[config.mk]
export PLATFORM = sky130hd
export DESIGN_NAME = pb_capture_port
export DESIGN_NICKNAME = d
export VERILOG_FILES = /design/src/rtl/pb_capture_port.sv
export SDC_FILE = /design/constraint.sdc
export NUM_CORES = 1
export LEC_CHECK = 0
export BUFFER_PORTS_ARGS = -buffer_cell sky130_fd_sc_hd__buf_2
export CAP_MARGIN = 20
export CORE_MARGIN = 4
export CORE_UTILIZATION = 40
export DETAILED_ROUTE_END_ITERATION = 16
export PLACE_DENSITY = 0.79
export SYNTH_ARGS = -nofsm -noshare
export SYNTH_HDL_FRONTEND = slang
export SYNTH_SLANG_ARGS = --single-unit
[constraint.sdc]
create_clock -name clk -period 1.2 [get_ports clk]
set_input_delay 0.12 -clock clk [delete_from_list [all_inputs] [get_ports clk]]
set_output_delay 0.12 -clock clk [all_outputs]
set_load 0.02 [all_outputs]
[src/rtl/pb_capture_port.sv]
`timescale 1ns/1ps
module pb_capture_port #(
  parameter int NUM_KEYS = 4,
  parameter int DATA_W   = 32,
  parameter int ADDR_W   = 4
) (
  input  logic                clk,
  input  logic                rst_n,
  input  logic [NUM_KEYS-1:0] keys_n,
  input  logic [ADDR_W-1:0]   bus_addr,
  input  logic                bus_we,
  input  logic [DATA_W-1:0]   bus_wdata,
  output logic [DATA_W-1:0]   bus_rdata,
  output logic                irq
);
  localparam logic [ADDR_W-1:0] OFS_LEVEL  = ADDR_W'(0);
  localparam logic [ADDR_W-1:0] OFS_ENABLE = ADDR_W'(8);
  localparam logic [ADDR_W-1:0] OFS_EVENT  = ADDR_W'(12);

  logic [NUM_KEYS-1:0] meta_q, sync_q, held_q, event_q, mask_q;
  logic [NUM_KEYS-1:0] pressed;

  wire clr_hit  = bus_we && (bus_addr == OFS_EVENT);
  wire mask_hit = bus_we && (bus_addr == OFS_ENABLE);

  assign pressed = ~sync_q;

  for (genvar k = 0; k < NUM_KEYS; k++) begin : g_key
    wire released_now = held_q[k] & ~pressed[k];

    always_ff @(posedge clk or negedge rst_n) begin
      if (!rst_n) begin
        meta_q[k] <= 1'b1;
        sync_q[k] <= 1'b1;
        held_q[k] <= 1'b0;
      end else begin
        meta_q[k] <= keys_n[k];
        sync_q[k] <= meta_q[k];
        held_q[k] <= pressed[k];
      end
    end

    always_ff @(posedge clk or negedge rst_n) begin
      if (!rst_n)                        event_q[k] <= 1'b0;
      else if (released_now)             event_q[k] <= 1'b1;
      else if (clr_hit && bus_wdata[k])  event_q[k] <= 1'b0;
    end

    always_ff @(posedge clk or negedge rst_n) begin
      if (!rst_n)        mask_q[k] <= 1'b0;
      else if (mask_hit) mask_q[k] <= bus_wdata[k];
    end
  end

  always_comb begin
    bus_rdata = '0;
    case (bus_addr)
      OFS_LEVEL:  bus_rdata[NUM_KEYS-1:0] = pressed;
      OFS_ENABLE: bus_rdata[NUM_KEYS-1:0] = mask_q;
      OFS_EVENT:  bus_rdata[NUM_KEYS-1:0] = event_q;
      default:    bus_rdata = '0;
    endcase
  end

  assign irq = |(event_q & mask_q);
endmodule

Word level (Yosys, flattened, before mapping)
Cells that the tools add are included.
Storage, ports and cells
  flip-flop bits (word level): 20
  output and inout port bits: 33
Operators by class
  mux-type cells: 9
  bitwise operators: 10
  eq/ne operators: 2
  reductions and logical operators: 12
Operators with widths (count)
  $pmux W4 S3: 1
  $eq A4 B4 Y1 const B: 2
  $mux W1: 8
  $reduce_bool A2 Y1: 4
  $logic_and A1 B1 Y1: 6
  $and A1 B1 Y1: 4
  $and A4 B4 Y4: 1
  $logic_not A4 Y1: 1
  $not A1 Y1: 4
  $not A4 Y4: 1
  $reduce_or A4 Y1: 1

Depth between registers and ports, before layout
Gate-level depths: netlist of run 1.
  depth after elaboration: 5
  depth in mapped cells: 4

Worst setup path after synthesis of run 1
Ideal clock, no wire load.
  path kind: register to output
  from: register mask_q[1]
  to: output port bus_rdata[1]
  path buffers: 0
  path slack: 0.095 ns
  stages on the path, launching flop included: 4
  data arrival time: 0.985 ns
  path through: dfrtp_1 > mux2_2 > a21oi_1 > nor3_1
On the way
  longest elaborated chain between the ends: 1
RTL lines
  start: declaration: line 20  | logic [NUM_KEYS-1:0] meta_q, sync_q, held_q, event_q, mask_q;
  start signal: indexed assignment: line 51  | else if (mask_hit) mask_q[k] <= bus_wdata[k];
  $pmux W4 S3: line 57  | case (bus_addr)
  end: declaration: line 13  | output logic [DATA_W-1:0] bus_rdata,
Every way passes these cells.

Final worst setup path of run 1
  from: register mask_q[3]
  to: output port bus_rdata[3]
Same word-level chain as after synthesis.

==> run metrics, run 1 <==
row count 18; DRC violations left 0; Final Skew 0.408 ps; fillcell total 235; vias in the first global route 685; Setup WS pre-CTS -12.9 ps; register area 510 µm²; Crit Path Category reg2out; CTS root buffer clkbuf_4; CTS clk-pin slew, worst paths ~100 ps; grt total ovfl 0; Multi-input gate area 429 µm²; first-pass GRT wire length 2750 µm; sequential fraction of the synthesis area 49.3%; DR iter-0 viols 11; DRT Pass-1 Iters 4; Die Wd 58.9 µm; I/O Buffers 19; starting density of the core 41.8%; Syn Inst Count 96; maximum VDD drop 0.840 mV; top cell type by total area after synthesis dfrtp_1; CTS HTree Levels 1; Layout area overhead 21.6%; crit path time final roughly 1400 ps; Core Region roughly 2500 µm²; most common cell in the netlist buf_4; Synth Flop Type dfrtp_1; Setup violations, final 5; worst path cell trace mux2_4 > a21oi_2 > nor3_2 > buf_4; list of most frequent post-synthesis cells buf_4 (29), nand2_1 (13), dfrtp_1 (12); DR vias 707; ANT nets after route 0; wire length per cell 11.3 µm; mean area per synthesized cell 10.8 µm²; Die ar. 3460 µm²; antenna cell count 0; final hold vios 0; clk sink count 20; crit-path max cell delay 390 ps; Worst Path Required roughly 1100 ps; EDFF count, synth 0; Syn. warnings 0; GRT Util Overall 10.4%; Final Max Tran Viols 0; flop and latch count out of synthesis 20; DR top layer met4; wire length on met2 877 µm; family with the most delay on the worst path flip-flops; routability cong. roughly 0.76; largest net degree at the start of global routing 21; Crit-path slowest cell dfrtp_1; HP Class in2reg; Top-Level Pins 76; total CTS buffers 3; post-route clock period utilization 118%; Final #Nets 177; startpoint types flip-flop; maximum clock frequency 707 MHz; Async SR Flop Fraction 100%; post-synth cell types 15; outcome complete, but fails checks; Via density 4.36; final worst slack -215 ps; Detailed Route WL about 1800 µm; violated checks negative setup slack; largest fanout on the critical path 2; unrepaired setup endpoints after global routing true; mapped cell area roughly 1000 µm²; area fraction of the dominant cell type after synthesis between 20 and 30%; crit path capture type output port; Die Height 58.9 µm; hpwl dp ~1300 µm; Area after DPL 1070 µm²; layout cells sized above 1 46.2%; maxcap violations 0; Met3 Wirelength 246 µm; CTS tree done; post-route cell area 1260 µm²; Bufs and invs on worst path 1; initial antenna violation count 0; crit path DAT 1300 ps; Pwr Density 1180 nW/µm²; CTS Buffer Depth 2; Post-Route M1 WL 705 µm; Leak 0.000604 µW; top cells by area, synth dfrtp_1 (29%), buf_4 (21%), dfstp_2 (20%); Worst-Skew Late Latency 290 ps
[through the flow]
stage	total power, µW	hold slack (ps)	setup TNS [ps]	instances	util [%]
after floorplan	1060	-176	0	123	-
after global placement	1070	66.4	-5.75	146	43.2
after detailed placement	1080	84.5	-24.2	146	43.2
after CTS	1480	71.9	-958	162	49.9
after global routing	1570	62.7	-1290	162	50.8
final	1480	79.9	-911	162	50.8
[cell families (layout without fill, tap and decap cells)]
kind of cell / count (synthesis) / in the layout / synth area share [%]
flops: 20 / 20 / 49.3
simple gates: 23 / 23 / 12.3
other cells: 1 / 28 / 0.362
buf+inv: 34 / 43 / 23.6
mux: 8 / 8 / 9.07
compound gates: 10 / 10 / 5.32
[cell usage in the layout (no fill, tap or decap)]
cell type and n:
nor2_4 1, nand2_1 13, dfstp_2 8, buf_6 1, inv_1 4, nor3_2 3
conb_1 28, buf_4 13, o21ai_0 4, clkbuf_4 3, a21oi_2 4, buf_2 17
nor3_1 5, mux2_4 3, a22oi_2 2, nand4bb_4 1, mux2_2 5, dfrtp_1 12
dlygate4sd3_1 5
[metal layers]
layer	vias to the layer above	global-route usage, %
met5	-	0
met4	0	3.88
met3	2	2.19
met2	54	18.1
met1	318	12.6
li1	333	-
[power by group]
part | switching, µW | internal (µW)
registers | 29.5 | 742
clock network | 179 | 116
logic | 221 | 193
[sequential cells by signal, summed over array words and instances, names as in the netlist]
signal	flops
held_q	4
sync_q	4
meta_q	4
mask_q	4
event_q	4
[area by class of cell]
type | instances | area share (%)
sequential | 20 | 40.6
clock buffer | 3 | 1.79
tap | 30 | 2.98
inverter | 4 | 1.19
multi-input combinational | 69 | 34.1
timing repair buffer | 36 | 19.4
[path summary, 6_finish.rpt]
| check | from | endpoint | slack, ps | depth (start not counted) |
|---|---|---|---|---|
| min in group asynchronous | rst_n | held_q[0] | 300 | 2 |
| worst min-delay path | bus_wdata[0] | mask_q[0] | 80 | 2 |
| worst min register to register | meta_q[2] | sync_q[2] | 360 | 0 |
| worst max register to register | mask_q[0] | mask_q[0] | 310 | 2 |
| max in group asynchronous | rst_n | meta_q[3] | 570 | 2 |
| worst max-delay path | mask_q[3] | bus_rdata[3] | -220 | 4 |
[what timing repair did]
action | in CTS | in global routing
hold endpoints to repair | 16 | 0
resized for setup | 9 | 5
pin swaps | 4 | 1
setup buffers | 8 | 0
hold buffers | 5 | 0
endpoints found under the setup margin | 5 | 5
Power figures use the tool's default switching activity.
==> run 2: changes to the inputs <==
--- a/config.mk
+++ b/config.mk
@@ -7,6 +7,7 @@
 export LEC_CHECK = 0
 export BUFFER_PORTS_ARGS = -buffer_cell sky130_fd_sc_hd__buf_2
 export CAP_MARGIN = 20
+export CORE_ASPECT_RATIO = 0.7
 export CORE_MARGIN = 4
 export CORE_UTILIZATION = 40
 export DETAILED_ROUTE_END_ITERATION = 16
==> run 2 against run 1 <==
Compared with the run above:
- the flow still finishes with violations (negative setup slack)
- register-to-register slack hardly changed
- core utilization is 3.5 points higher
- combinational power is 6.0% higher
- sequential share of layout area is 2.3 points lower
- critical endpoint is now bus_rdata[1]
- largest power group unchanged
- highest routed layer unchanged
==> run metrics, run 2 (synthesis results as in run 1) <==
GR Util met1 15.6% (+2.9 points); grt total ovfl 0 (unchanged); Via density 4.37 (+0.21%); HP Class in2reg; CTS tree done; commonest non-fill, non-tap cells in the layout conb_1 (28), buf_2 (16), nand2_1 (13); initial antenna violation count 0 (unchanged); layout cells sized above 1 47.0% (+0.76 points); busiest grt layer met2; final hold vios 0 (unchanged); CTS Buffer Depth 2 (unchanged); Pwr Density 1410 nW/µm² (+20%); startpoint types flip-flop; Worst Path Required 1080 ps (about the same); CTS clk-pin slew, worst paths 70 ps (-30 ps); row count 15 (-3); Core Util, Final 54.3% (+3.5 points); Crit Path Category reg2out; GRT Util Overall 13.0% (+2.6 points); GR Layer Usage met2 22.0% (+3.9 points); starting density of the core 42.1% (+0.32 points); Die ar. 3480 µm² (+0.38%); unrepaired setup endpoints after global routing true; largest fanout on the critical path 2 (unchanged); largest net degree at the start of global routing 21 (unchanged); crit path time final 1410 ps (-6.55 ps); maximum VDD drop 1.03 mV (+23%); crit path capture type output port; first-pass GRT wire length 3310 µm (+21%); Die Wd 68.8 µm (+17%); grt met3 use 4.92% (+2.7 points); post-route clock period utilization 117% (-0.55 points); maximum clock frequency 710 MHz (+0.46%); Leak 0.000632 µW (+4.6%); wire length per cell 12.6 µm (+11%); Final #Nets 176 (-0.56%); antenna cell count 0 (unchanged); Die Height 50.6 µm (-14%); I/O Buffers 19 (unchanged); DRT Pass-1 Iters 4 (unchanged); crit path DAT 1290 ps (about the same); outcome complete, but fails checks; Core Region 2460 µm² (-0.76%); routability cong. 0.785 (+3.8%); Final Max Tran Viols 0 (unchanged); CTS HTree Levels 1 (unchanged); CTS root buffer clkbuf_8; total CTS buffers 3 (unchanged); hpwl dp 1300 µm (-3.2%); Setup violations, final 5 (unchanged); DR iter-0 viols 2 (-9); Detailed Route WL 2100 µm (+14%); reg2reg setup slack 310 ps (about the same); Final Skew 2.11 ps (+1.71 ps); ANT nets after route 0 (unchanged); Top-Level Pins 76 (unchanged); Worst-Skew Late Latency 260 ps (-30 ps); commonest non-fill, non-tap cell in the layout conb_1; vias in the first global route 699 (+2.0%); Layout area overhead 29.0%; final worst slack -209 ps (+6.54 ps); violated checks negative setup slack; Setup WS pre-CTS 26.9 ps (+39.8 ps); maxcap violations 0 (unchanged); DR vias 726 (+2.7%); clk sink count 20 (unchanged); DRC violations left 0 (unchanged)
run 2: changes by cell type in the layout (fill, tap and decap cells not counted), moves of 2 or more:
cell      previous run  this run
clkbuf_4             3         0
clkbuf_8             0         3
a21oi_2              4         2
a21oi_4              0         2
run 2: final cells by class:
type	count	area, µm²
fillers	200	1120
multi-input cells	69	453
repair buffers	35	243
inverters	4	15.0
well taps	34	42.5
clock buffers	3	41.3
clock inverters	1	30.0
flip-flops and latches	20	510
run 2: report_power, final:
part,internal (µW),switching (µW)
sequential,742,31.5
clock,445,221
combinational,201,238
total,1390,490
run 2: critical path: stages (launching register included):
cell	delay [ps]
dfrtp_1	400
mux2_4	290
a21oi_4	130
nor3_2	60
buf_4	150
run 2: layer usage:
layer / wire length (µm) / vias to the layer above
li1: - / 330
met1: 769 / 352
met2: 1100 / 40
met3: 192 / 4
met4: 33 / 0
met5: 0 / -
run 2: repair_timing:
item                                   CTS  global route
setup endpoints to repair                5             5
hold buffers                             5             0
buffers inserted                         8             1
pin swaps                                2             5
endpoints found under the hold margin   16             0
gates resized for setup                  9            11
run 2: final timing paths:
kind / to / from / cells past startpoint
max: bus_rdata[1] / event_q[1] / 4
min: mask_q[3] / bus_wdata[3] / 2
max in group asynchronous: sync_q[2] / rst_n / 2
max reg2reg: mask_q[1] / mask_q[1] / 2
min in group asynchronous: mask_q[3] / rst_n / 2
min reg2reg: sync_q[1] / meta_q[1] / 0
run 2: through the flow:
step | hold slack [ps] | instance area (µm²) | power, µW | TNS (ps) | cells
floorplan | -176 | 1140 | 1060 | 0 | 123
global placement | 68.8 | 1070 | 1070 | 0 | 149
detailed placement | 80.3 | 1070 | 1080 | 0 | 149
CTS | 106 | 1280 | 1860 | -891 | 166
global route | 113 | 1340 | 1970 | -1140 | 166
finish | 113 | 1340 | 1880 | -862 | 166
